## src/rtl/sr_pkg.sv

```systemverilog
package sr_pkg;

    typedef enum logic [2:0] {
        ST_IDLE,
        ST_ACCESS,
        ST_WAIT,
        ST_HOLD,
        ST_RELEASE
    } sr_state_e;

    typedef struct packed {
        logic stretch;
        logic drive;
        logic ack;
        logic pull;
    } sr_ctl_t;

    function automatic sr_ctl_t ctl_of(input sr_state_e s, input logic four_ph);
        sr_ctl_t c;
        c         = '0;
        c.stretch = (s == ST_WAIT);
        c.drive   = (s == ST_HOLD);
        c.ack     = (s == ST_HOLD) && four_ph;
        c.pull    = (s == ST_ACCESS) || (s == ST_WAIT);
        return c;
    endfunction

    function automatic int unsigned cnt_width(input int unsigned n);
        return (n < 2) ? 1 : $clog2(n + 1);
    endfunction

endpackage

```

## src/rtl/sr_window_ctr.sv

```systemverilog
module sr_window_ctr #(
    parameter int unsigned TA = 4
) (
    input  logic clk,
    input  logic rst,
    input  logic run,
    output logic expired
);
    localparam int unsigned   CW    = sr_pkg::cnt_width(TA);
    localparam logic [CW-1:0] LIMIT = CW'(TA);

    logic [CW-1:0] cnt_q;

    // Loaded with 1 outside the access phase, so the first access cycle reads 1.
    always_ff @(posedge clk) begin
        if (rst || !run) begin
            cnt_q <= CW'(1);
        end else if (cnt_q != LIMIT) begin
            cnt_q <= cnt_q + CW'(1);
        end
    end

    assign expired = run && (cnt_q == LIMIT);

endmodule

```

## src/rtl/sr_seq_fsm.sv

```systemverilog
module sr_seq_fsm
    import sr_pkg::*;
(
    input  logic      clk,
    input  logic      rst,
    input  logic      req,
    input  logic      ready,
    input  logic      four_phase,
    input  logic      expired,
    output sr_state_e state,
    output logic      capture
);
    sr_state_e st_q;
    sr_state_e st_d;

    always_comb begin
        st_d    = st_q;
        capture = 1'b0;
        case (st_q)
            ST_IDLE: begin
                if (req) st_d = ST_ACCESS;
            end
            ST_ACCESS: begin
                if (!req) begin
                    st_d = ST_RELEASE;
                end else if (ready) begin
                    st_d    = ST_HOLD;
                    capture = 1'b1;
                end else if (!four_phase && expired) begin
                    st_d = ST_WAIT;
                end
            end
            ST_WAIT: begin
                if (!req) begin
                    st_d = ST_RELEASE;
                end else if (ready) begin
                    st_d    = ST_HOLD;
                    capture = 1'b1;
                end
            end
            ST_HOLD: begin
                if (!req) st_d = ST_RELEASE;
            end
            ST_RELEASE: st_d = ST_IDLE;
            default:    st_d = ST_IDLE;
        endcase
    end

    always_ff @(posedge clk) begin
        if (rst) st_q <= ST_IDLE;
        else     st_q <= st_d;
    end

    assign state = st_q;

endmodule

```

## src/rtl/sr_data_hold.sv

```systemverilog
module sr_data_hold #(
    parameter int unsigned DW = 8
) (
    input  logic          clk,
    input  logic          rst,
    input  logic          capture,
    input  logic          drive,
    input  logic [DW-1:0] src_byte,
    output logic [DW-1:0] bus_byte
);
    logic [DW-1:0] byte_q;

    always_ff @(posedge clk) begin
        if (rst)          byte_q <= '0;
        else if (capture) byte_q <= src_byte;
    end

    assign bus_byte = drive ? byte_q : '0;

endmodule

```

## src/rtl/strobe_read_slave.sv

```systemverilog
module strobe_read_slave
    import sr_pkg::*;
#(
    parameter int unsigned DW = 8,
    parameter int unsigned TA = 4
) (
    input  logic          clk,
    input  logic          rst,
    input  logic          four_phase,
    input  logic          mst_req,
    output logic          slv_stretch,
    output logic          slv_ack,
    output logic          slv_drive,
    output logic [DW-1:0] slv_data,
    input  logic          src_ready,
    input  logic [DW-1:0] src_byte,
    output logic          src_pull
);
    sr_state_e state;
    sr_ctl_t   ctl;
    logic      capture;
    logic      expired;

    sr_window_ctr #(.TA(TA)) u_window (
        .clk     (clk),
        .rst     (rst),
        .run     (state == ST_ACCESS),
        .expired (expired)
    );

    sr_seq_fsm u_fsm (
        .clk        (clk),
        .rst        (rst),
        .req        (mst_req),
        .ready      (src_ready),
        .four_phase (four_phase),
        .expired    (expired),
        .state      (state),
        .capture    (capture)
    );

    assign ctl = ctl_of(state, four_phase);

    sr_data_hold #(.DW(DW)) u_data (
        .clk      (clk),
        .rst      (rst),
        .capture  (capture),
        .drive    (ctl.drive),
        .src_byte (src_byte),
        .bus_byte (slv_data)
    );

    assign slv_stretch = ctl.stretch;
    assign slv_ack     = ctl.ack;
    assign slv_drive   = ctl.drive;
    assign src_pull    = ctl.pull;

endmodule

```

## config.mk

```make
export PLATFORM = sky130hd
export DESIGN_NAME = strobe_read_slave
export DESIGN_NICKNAME = d
export VERILOG_FILES = /design/src/rtl/sr_pkg.sv /design/src/rtl/sr_window_ctr.sv /design/src/rtl/sr_seq_fsm.sv /design/src/rtl/sr_data_hold.sv /design/src/rtl/strobe_read_slave.sv
export SDC_FILE = /design/constraint.sdc
export NUM_CORES = 1
export LEC_CHECK = 0
export ABC_AREA = 1
export BUFFER_PORTS_ARGS = -buffer_cell sky130_fd_sc_hd__buf_4
export CORE_UTILIZATION = 43
export DETAILED_ROUTE_END_ITERATION = 10
export PLACE_DENSITY = 0.73
export SYNTH_ARGS = -nofsm -noshare
export SYNTH_HDL_FRONTEND = slang
export SYNTH_SLANG_ARGS = --single-unit
```

## constraint.sdc

```tcl
create_clock -name clk -period 1.2 [get_ports clk]
set_clock_uncertainty 0.15 [all_clocks]
set_input_delay 0 -clock clk [delete_from_list [all_inputs] [get_ports clk]]
set_output_delay 0 -clock clk [all_outputs]
set_load 0.01 [all_outputs]
```

# Word-level counts from Yosys, hierarchy flattened

Cells that the tools add are included.

Equality and inequality tests: 9
Reductions and logical operators: 10
Add/sub/neg operators: 1
Mux-type cells: 12

Operator list:

| cell                                                            | count |
|---|---|
| 3-bit two-way mux                                               | 7 |
| 3-bit case mux with 4 select lines                              | 1 |
| 8-bit two-way mux                                               | 1 |
| 3-bit by 2-bit == test with 1-bit output, second input constant | 2 |
| 2-bit != test, second input constant                            | 2 |
| 4-bit by 3-bit != test with 1-bit output, second input constant | 1 |
| 4-bit AND reduction                                             | 1 |
| 3-bit by 1-bit adder with 3-bit output, second input constant   | 1 |
| 3-bit by 1-bit == test with 1-bit output, second input constant | 1 |
| 3-bit == test, second input constant                            | 1 |
| 1-bit logical AND                                               | 3 |
| 3-bit zero test                                                 | 1 |
| 1-bit two-way mux                                               | 3 |
| 3-bit by 2-bit != test with 1-bit output, second input constant | 1 |
| 3-bit != test, second input constant                            | 1 |
| 1-bit zero test                                                 | 2 |
| 1-bit logical OR                                                | 2 |
| 2-bit OR reduction                                              | 1 |

Register bits after elaboration: 14
Input bits: 13
Output and inout bits: 12

# Depth between registers and ports, before layout

Gate-level depths: netlist of the first run.

Word-level depth: 7
Gate-level depth with buffers: 7
Gate-level depth less buffers: 7

# By module

From an unflattened synthesis of the first run, not the netlist that was laid out.

Cell total of the unflattened synthesis: 145
Area, all modules: 888.4 um^2

By module, submodules not included:

| module            | instances | cells an instance | area each (um^2) | seq. area each (um^2) |
|---|---|---|---|---|
| sr_data_hold      | 1         | 68                | 444.2            | 160.2 |
| sr_seq_fsm        | 1         | 39                | 210.2            | 60.1 |
| sr_window_ctr     | 1         | 26                | 185.2            | 60.1 |
| strobe_read_slave | 1         | 12                | 48.8             | 0.0 |

# Worst setup path before layout of the first run

OpenSTA, ideal clock, no wires.

Path kind: register to register
From: register u_window.cnt_q[0]
To: register u_fsm.st_q[1], in the netlist u_fsm.state[1]
Required time: 935 ps
Clock period less this slack: 1,285 ps
Arrival time: 1,020 ps
Setup slack: -85 ps
Setup time: 115 ps
Cell stages (with the launch flop): 7
Cell sequence: dfxtp_1 -> inv_1 -> ha_1 -> a31oi_1 -> nand2_1 -> a21oi_1 -> nor2_1

Word-level cells in the longest chain between the ends: 5

Ends and longest elaborated chain:

| element                                                   | line                | source |
|---|---|---|
| start: declaration                                        | sr_window_ctr.sv:12 | `logic [CW-1:0] cnt_q;` |
| start signal: assignment                                  | sr_window_ctr.sv:19 | `cnt_q <= cnt_q + CW'(1);` |
| 3-bit == test                                             | sr_window_ctr.sv:23 | `assign expired = run && (cnt_q == LIMIT);` |
| 1-bit logical AND                                         | sr_window_ctr.sv:23 |  |
| 1-bit logical AND                                         | sr_seq_fsm.sv:29    | `end else if (!four_phase && expired) begin` |
| 4-bit by 3-bit != test with 1-bit output (no source line) | -                   |  |
| 4-bit AND reduction (no source line)                      | -                   |  |
| end signal: assignment                                    | sr_seq_fsm.sv:51    | `else st_q <= st_d;` |
| end: declaration                                          | sr_seq_fsm.sv:13    | `sr_state_e st_q;` |

Every way passes these cells.
A chain may end at the register's enable or synchronous reset.

# Worst setup path in the final report of the first run

From: register u_fsm.st_q[1], in the netlist u_fsm.state[1]
To: output port slv_ack

Word-level cells in the longest chain between the ends: 2

Ends and longest elaborated chain:

| element                                  | line                    | source |
|---|---|---|
| 3-bit by 2-bit == test with 1-bit output | sr_pkg.sv:23            | `c.ack = (s == ST_HOLD) && four_ph;` |
| 1-bit logical AND                        | sr_pkg.sv:23            |  |
| end: declaration                         | strobe_read_slave.sv:12 | `output logic slv_ack,` |

Every way passes these cells.

==> results.cfg, run 1 <==
[outcome]
outcome = finished, violations left
violations = design-rule violations, negative setup slack

[timing]
whs_ns = 0.0234
drv_slew = 0
rsz0062_at_grt = yes
finalWorstSetupSlack_ns = -0.267
hold_viol_final = 0
max-slew-margin-rel_pct = 72.1
fin_crit_sh_pct = 122
setup_violations = 26
tightest_slew_ns = 0.417
period_minus_slack_ns = 1.47
max_freq_mhz = 682

[routing]
drcViolationCount = 2
drt_iter0_drc = 21
first_pass_iters = 7
detail_route.wl_per_cell_um = 14.7
via_per_inst = 5.24
ant_nets = 0
drt_wl_total_mm = 2.62
vias = 938

[cells_and_area]
synthToLayoutAreaGrowth_pct = 91.8
antenna_cells = 0
drive_above_1_share_pct = 54.6
fin_nets = 179

[grt]
use_met3_pct = 2.92
grt_pass1_vias = 913
grtUsageMet1_pct = 27.7
grt_usage_pct = 26.6
grt_max_degree = 10
use_met2_pct = 51.5
antenna_found_initial = 0
grt.overflow.total = 0
grt_pass1_wl_mm = 3.71
grt_busiest_layer = met2

[synth]
synthDistinctLibCells = 22
ys_top_cells_by_area = dfxtp_1, nor2_1, inv_1, o21ai_0, nand2_1
seq_area_frac_synth_pct = 38.2
netlist_area_um2 = 734
synth_seq_cells = 14
synth.avg_cell_area_um2 = 6.80
synth_warnings = 0
yosysTopAreaCell = dfxtp_1
synth_cells = 108
netlist.area_leader.share_pct = 38.2
syn_nets = 123

[clock_tree]
cts_made_buffers = 3
cts_tree = done
path_clk_slew_ns = 0.09
htreeDepth = 1
cts-root-buf = clkbuf_4
cts_buffer_depth = 2
clk_latency_ns = 0.28
cts.sinks = 14

[floorplan]
core_area_mm2 = 0.00156
die_height_um = 43.3
io_pins = 25
die_w_um = 43.3
dieArea_mm2 = 0.00188
initial_core_util_pct = 47.1
rows = 14

[placement]
port_buffers = 24
pre_cts_ws_ns = -0.149
hpwl_mm = 1.32
globalplace.congestion = 0.896

[setup_path]
crit_required_ns = 1.05
crit_type = reg2out
start_kind = register
arrival_ns = 1.32
end_kind = output pin
critPathMaxFanout = 9

[power]
peakVddDrop_v = 0.00111
p_leak_nw = 0.627
fin_total_pwr_mw = 2.63
p_per_area_mw_per_mm2 = 1870

[hold_path]
hold_path_class = in2reg

[job]
timing.max_cap.violations = 0
## worst paths after layout
| path | endpoint | slack [ns] | start | cells after the start |
|---|---|---|---|---|
| max | slv_ack | -0.27 | u_fsm.state[1] | 5 |
| min reg2reg | u_data.byte_q[3] | 0.36 | u_data.byte_q[3] | 2 |
| min | u_fsm.state[0] | 0.02 | src_ready | 6 |
| max reg2reg | u_fsm.state[0] | -0.21 | u_fsm.state[0] | 8 |
## synth_stat cells
cell type / count
o21a_1: 1
a21oi_4: 1
a21oi_1: 4
nor2_4: 1
inv_2: 4
nor3b_1: 1
nand2_1: 11
nor2_2: 1
nor3_1: 1
o21ai_0: 9
nand4_1: 1
inv_1: 17
nor2_1: 29
nand2_2: 1
xor2_1: 1
nand3_1: 5
nand3_2: 1
ha_1: 2
nor3_2: 1
a31oi_1: 1
xnor2_1: 1
dfxtp_1: 14
## metrics by stage
stage          utilization (%)  instances  cell area [µm²]  TNS (ns)
4_1_cts                   86.3        178             1350     -4.12
3_5_place_dp              64.2        155             1000     -1.11
6_report                  90.4        179             1410     -4.58
3_3_place_gp              64.2        155             1000    -0.502
2_1_floorplan                -        108              748   -0.0326
5_1_grt                   90.4        179             1410     -5.97
## layout by cell type (no fill, tap or decap), types with 2 or more instances in the layout
cell,n
nand2_4,2
inv_4,4
a21oi_2,3
nand3_2,3
o21ai_2,8
inv_2,4
nand3_1,2
nor2_2,5
buf_4,29
clkbuf_4,3
nand2_1,8
nor2_4,4
dfxtp_4,3
inv_1,13
dlygate4sd3_1,11
buf_6,11
nand2_2,2
nor2_1,22
dfxtp_1,10
## worst max-delay path, stage by stage (launching register included)
cell and delay [ns]:
dfxtp_4 0.38, inv_4 0.05, nor3_4 0.23, inv_4 0.11, nor2_1 0.13, buf_4 0.14
## sequential cells by signal, indices dropped and copies added (netlist names)
name and flops:
u_data.byte_q 8, u_fsm.state 3, u_window.cnt_q 3
## cell families after synthesis
kind of cell             synth area share, %
AO/OA/AOI/OAI                           12.9
XOR/XNOR                                2.39
adder cells (fa/ha/maj)                 3.41
buffers and inverters                   10.7
flip-flops                              38.2
AND/OR/NAND/NOR                         32.4
## power by group
part / total (mW) / internal (mW) / leakage, nW / switching [mW]
clock: 0.339 / 0.184 / 0.0210 / 0.155
sequential: 0.735 / 0.606 / 0.116 / 0.129
combinational: 1.56 / 0.751 / 0.490 / 0.806
total: 2.63 / 1.54 / 0.627 / 1.09
## final cells by class
class	count	area [µm²]
fillers	78	150
multi-input cells	73	519
repair buffers	51	452
inverters	21	88.8
clock buffers	4	36.3
flip-flops and latches	14	293
well taps	16	20.0
## repair_timing
item | in CTS | in global routing
buffers inserted | 9 | 1
setup endpoints to repair | 25 | 26
pin swaps | 14 | 11
hold endpoints to repair | 14 | 0
resized for setup | 46 | 17
hold buffers | 11 | 0
## per-layer routing
layer / up-vias / routed length [µm]
li1: 446 / -
met1: 445 / 1030
met2: 35 / 1420
met3: 12 / 81
met4: 0 / 93
met5: - / 0
(Power assumes the default switching activity.)
==> run 2: changes to the inputs <==
--- a/config.mk
+++ b/config.mk
@@ -8,7 +8,7 @@
 export ABC_AREA = 1
 export BUFFER_PORTS_ARGS = -buffer_cell sky130_fd_sc_hd__buf_4
-export CORE_UTILIZATION = 43
+export CORE_UTILIZATION = 44
 export DETAILED_ROUTE_END_ITERATION = 10
-export PLACE_DENSITY = 0.73
+export PLACE_DENSITY = 0.71
 export SYNTH_ARGS = -nofsm -noshare
 export SYNTH_HDL_FRONTEND = slang
==> constraint.sdc (replaced) <==
create_clock -name clk -period 1.8 [get_ports clk]
set_clock_uncertainty 0.15 [all_clocks]
set_input_delay 0.09 -clock clk [delete_from_list [all_inputs] [get_ports clk]]
set_output_delay 0.09 -clock clk [all_outputs]
set_load 0.01 [all_outputs]
==> results.cfg, run 2 (synthesis results as in run 1) <==
[outcome]
outcome = complete, no violations

[placement]
pre_cts_ws_ns = 0.386
dp.cells = 148
hpwl_mm = 1.26
globalplace.congestion = 0.903
port_buffers = 24

[routing]
met1_length_um = 784
drt_iter0_drc = 14
dr.max_layer_used = met4
drt_wl_total_mm = 1.82
detail_route.wl_per_cell_um = 11.4
drcViolationCount = 0
vias = 777
ant_nets = 0
wl_met3_um = 103
via_per_inst = 4.86
dr_wl_met2_um = 907
first_pass_iters = 4

[power]
p_per_area_mw_per_mm2 = 1100
peakVddDrop_v = 0.000732
fin_total_pwr_mw = 1.16
p_leak_nw = 0.504

[timing]
setup_violations = 0
max_freq_mhz = 600
tightest_slew_ns = 0.245
drv_slew = 0
fin_tns_setup_ns = 0
rsz0062_at_grt = no
period_minus_slack_ns = 1.67
max-slew-margin-rel_pct = 83.6
finalWorstSetupSlack_ns = 0.134
fin_crit_sh_pct = 92.5
hold_viol_final = 0
whs_ns = 0.0613

[setup_path]
start_kind = register
crit_type = reg2out
slowest_stage = dfxtp_1
arrival_ns = 1.43
rr_endpoint = u_data.byte_q[0]
cp_slowest_stage_delay_ns = 0.43
worstPathCellList = inv_2 > nor3_2 > inv_2 > nor2_1 > buf_4
regToRegSetupSlack_ns = 0.37
cpMostUsedCell = inv_2
crit_required_ns = 1.56
r2r-start = u_fsm.state[1]
critPathMaxFanout = 9
r2r_cells = 6
end_kind = output pin

[clock_tree]
cts_made_buffers = 3
htreeDepth = 1
cts_buffer_depth = 2
post_cts_buffers = 0
cts-root-buf = clkbuf_4
cts.sinks = 14
clk_latency_ns = 0.27
path_clk_slew_ns = 0.08
cts_tree = done

[hold_path]
whs_path_depth = 5
hold_path_class = in2reg
min_to = u_fsm.state[1]
min_from = mst_req

[floorplan]
core_area_mm2 = 0.00152
die_height_um = 42.9
initial_core_util_pct = 48.2
die_w_um = 42.9
dieArea_mm2 = 0.00184
io_pins = 25
rows = 14

[cells_and_area]
mostFrequentLayoutCells = nor2_1, buf_4, inv_1
drive_above_1_share_pct = 26.4
largest_register_ffs = 8
layout_commonest_cell = nor2_1
final-instance-count-excl-fill = 160
regMostFlops = u_data.byte_q
synthToLayoutAreaGrowth_pct = 42.8
fin_nets = 161
antenna_cells = 0

[grt]
grt_max_degree = 10
grt_usage_pct = 21.2
grt_pass1_vias = 732
grt.overflow.total = 0
grt_pass1_wl_mm = 2.95
antenna_found_initial = 0

[job]
timing.max_cap.violations = 0
run 2: what timing repair did:
item	in CTS	in global routing
hold buffers	9	0
endpoints found under the hold margin	13	0
gates resized for setup	0	1
endpoints found under the setup margin	0	1
run 2: final cells by class:
| cell class | count | area, µm² |
|---|---|---|
| Inverter | 21 | 78.8 |
| Timing Repair Buffer | 33 | 270 |
| Clock buffer | 3 | 22.5 |
| Fill cell | 132 | 475 |
| Multi-Input combinational cell | 73 | 375 |
| Sequential cell | 14 | 282 |
| Tap cell | 16 | 20.0 |
run 2: metal layers:
layer	vias up	global-route usage [%]
li1	411	-
met1	334	25.2
met2	27	36.4
met3	5	3.83
met4	0	10.0
met5	-	0
run 2: how the worst max path moves through the flow:
| stage | startpoint | end | slack [ns] | cells past startpoint |
|---|---|---|---|---|
| 6_report | u_fsm.state[1] | slv_data[5] | 0.13 | 5 |
| 5_1_grt | u_fsm.state[1] | slv_data[5] | 0.05 | 5 |
| 4_1_cts | u_fsm.state[0] | slv_data[6] | 0.12 | 5 |
| 3_5_place_dp | u_fsm.state[0] | u_data.byte_q[0] | 0.39 | 6 |
| 3_3_place_gp | u_window.cnt_q[0] | u_fsm.state[1] | 0.41 | 6 |
| 2_1_floorplan | u_fsm.state[0] | slv_ack | 0.49 | 4 |
run 2: where the power goes:
group          switching, mW  total, mW  internal [mW]  leakage (nW)
clock network         0.0932      0.171         0.0776        0.0138
registers             0.0705      0.459          0.389         0.115
logic                  0.305      0.527          0.222         0.375
total                  0.469       1.16          0.689         0.504
run 2: worst max-delay path: cells and delay by family (launching register included):
family	cells	cell delay, ns
flops	1	0.43
buf+inv	3	0.37
simple gates	2	0.34
run 2: per-stage QoR:
stage	area, µm²	util, %
2_1_floorplan	734	-
3_3_place_gp	935	61.3
3_5_place_dp	935	61.3
4_1_cts	1050	68.7
5_1_grt	1050	68.8
6_report	1050	68.8
==> run 3: changes to the inputs <==
- ABC_AREA: 1 -> not set
- PLACE_DENSITY: 0.71 -> 0.72
- SKIP_CTS_REPAIR_TIMING: not set -> 1
- SYNTH_HIERARCHICAL: not set -> 1
==> results.cfg, run 3 <==
[hold_path]
hold_path_class = reg2reg
min_from = u_data/byte_q[2]
whs_path_depth = 2
min_to = u_data/byte_q[2]

[power]
peakVddDrop_v = 0.000344
p_per_area_mw_per_mm2 = 608
p_clk_share_pct = 35.0
p_leak_nw = 0.477
combPwrFrac_pct = 14.1
switchingPower_uw = 145
fin_total_pwr_uw = 644
power.internal_uw = 499
switching_share_pct = 22.5
pwr-share-seq_pct = 51.0

[timing]
fin_crit_sh_pct = 95.6
max-slew-margin-rel_pct = 80.1
fin_tns_setup_ns = 0
period_minus_slack_ns = 1.72
tightest_slew_ns = 0.299
hold_viol_final = 0
finalWorstSetupSlack_ns = 0.0797
setup_violations = 0
max_freq_mhz = 581
drv_slew = 0

[cells_and_area]
fin_util_pct = 76.7
layout_commonest_cell = buf_4
antenna_cells = 0
fin_area_mm2 = 0.00106
regMostFlops = u_data/byte_q
synthToLayoutAreaGrowth_pct = 52.6
mostFrequentLayoutCells = buf_4, dfxtp_1, dlygate4sd3_1
drive_above_1_share_pct = 30.1
largest_register_ffs = 8
fin_nets = 129

[floorplan]
die_height_um = 41.7
initial_core_util_pct = 50.2
rows = 13
core_area_mm2 = 0.00138
die_w_um = 41.7
dieArea_mm2 = 0.00174
io_pins = 25

[routing]
first_pass_iters = 4
vias = 641
drt_iter0_drc = 14
drcViolationCount = 0
via_per_inst = 5.01
detail_route.wl_per_cell_um = 12.8
ant_nets = 0
drt_wl_total_mm = 1.63

[setup_path]
rr_endpoint = u_data/byte_q[3]
start_kind = register
r2r-start = u_fsm/state[1]
r2r_cells = 5
critPathMaxFanout = 9
crit_type = reg2reg
arrival_ns = 1.74
crit_required_ns = 1.82
end_kind = register
regToRegSetupSlack_ns = 0.08

[placement]
hpwl_mm = 1.04
post_dp_cell_area_um2 = 892
port_buffers = 24
pre_cts_ws_ns = 0.138
globalplace.congestion = 0.862

[clock_tree]
cts-root-buf = clkbuf_4
cts_tree = done
cts_buffer_depth = 2
path_clk_slew_ns = 0.09
htreeDepth = 1
cts_made_buffers = 3
clk_latency_ns = 0.28
cts.sinks = 14

[synth]
syn_nets = 88
seq_area_frac_synth_pct = 40.4
netlist_area_um2 = 694
synthTopCellsByCount = dfxtp_1, nor2_1, and2_1, mux2i_1
synth_cells = 73
async_flop_share_pct = 0
ys_top_cells_by_area = dfxtp_1, mux2i_1, and2_1, nor2_1, ha_1
synth-edff-count = 0
synth.avg_cell_area_um2 = 9.51
synth_seq_cells = 14
yosysTopAreaCell = dfxtp_1
netlist.area_leader.share_pct = 40.4
synthDistinctLibCells = 25
yosysMostFrequentCell = dfxtp_1
synth_ff_type = dfxtp_1
synth_warnings = 6

[grt]
grt_pass1_wl_mm = 2.53
grt_usage_pct = 18.4
grt_pass1_vias = 575
grt_max_degree = 12
grt.overflow.total = 0
antenna_found_initial = 0

[job]
timing.max_cap.violations = 0

[outcome]
outcome = complete, no violations
[run 3: cell count changes after synthesis, moves of 3 or more]
| cell | before | now |
|---|---|---|
| and2_1 | 0 | 9 |
| nand2_1 | 11 | 0 |
| inv_2 | 4 | 0 |
| nand3_1 | 5 | 1 |
| a21oi_1 | 4 | 1 |
| inv_1 | 17 | 3 |
| mux2i_1 | 0 | 8 |
| o21ai_0 | 9 | 0 |
| nor2_1 | 29 | 12 |
[run 3: how the worst max path moves through the flow]
| stage | from | end | cells past startpoint |
|---|---|---|---|
| final | u_fsm/state[1] | u_data/byte_q[3] | 5 |
| after floorplan | u_fsm/state[1] | u_data/byte_q[0] | 5 |
| after global placement | u_fsm/state[1] | u_data/byte_q[4] | 5 |
| after global routing | u_fsm/state[1] | u_data/byte_q[3] | 5 |
| after detailed placement | u_fsm/state[1] | u_data/byte_q[5] | 5 |
| after CTS | u_fsm/state[1] | slv_data[7] | 3 |
[run 3: worst max-delay path, stage by stage (launching register included)]
cell and delay, ns:
dfxtp_1 0.50, xnor2_1 0.15, nor4b_2 0.27, buf_4 0.24
mux2i_1 0.24, nor2_1 0.06
[run 3: cell type report]
cell class | instances | area, µm²
multi-input combinational | 54 | 395
fill | 104 | 323
timing repair buffer | 38 | 318
sequential | 14 | 280
clock buffer | 4 | 36.3
tap | 15 | 18.8
inverter | 3 | 11.3
[run 3: cell families (layout without fill, tap and decap cells)]
group	after synthesis	in the layout	synth area share (%)
and+or+nand+nor	36	36	31.7
DFF	14	14	40.4
muxes	8	8	11.5
AOI/OAI and AO/OA	6	6	6.49
buffers and inverters	5	45	3.78
adders and majority gates	2	2	3.60
xor gates and xnor gates	2	2	2.52
[run 3: power groups by stage]
stage	clock network [mW]	registers, mW	logic [mW]
6_report	0.225	0.328	0.0908
3_5_place_dp	0	0.335	0.0681
2_1_floorplan	0	0.333	0.0363
5_1_grt	0.248	0.330	0.0995
4_1_cts	0.230	0.328	0.0683
3_3_place_gp	0	0.334	0.0667
[run 3: through the flow]
| step | hold WS (ns) | instances |
|---|---|---|
| final | 0.344 | 128 |
| after global placement | 0.123 | 111 |
| after detailed placement | 0.126 | 111 |
| after CTS | -0.171 | 115 |
| after floorplan | 0.0170 | 73 |
| after global routing | 0.378 | 128 |
[run 3: per-layer routing]
layer	global-route usage (%)	up-vias	share of wire (%)
li1	-	327	-
met1	22.7	292	44
met2	31.9	22	51
met3	3.48	0	5.3
met4	5.81	0	0
met5	0	-	0
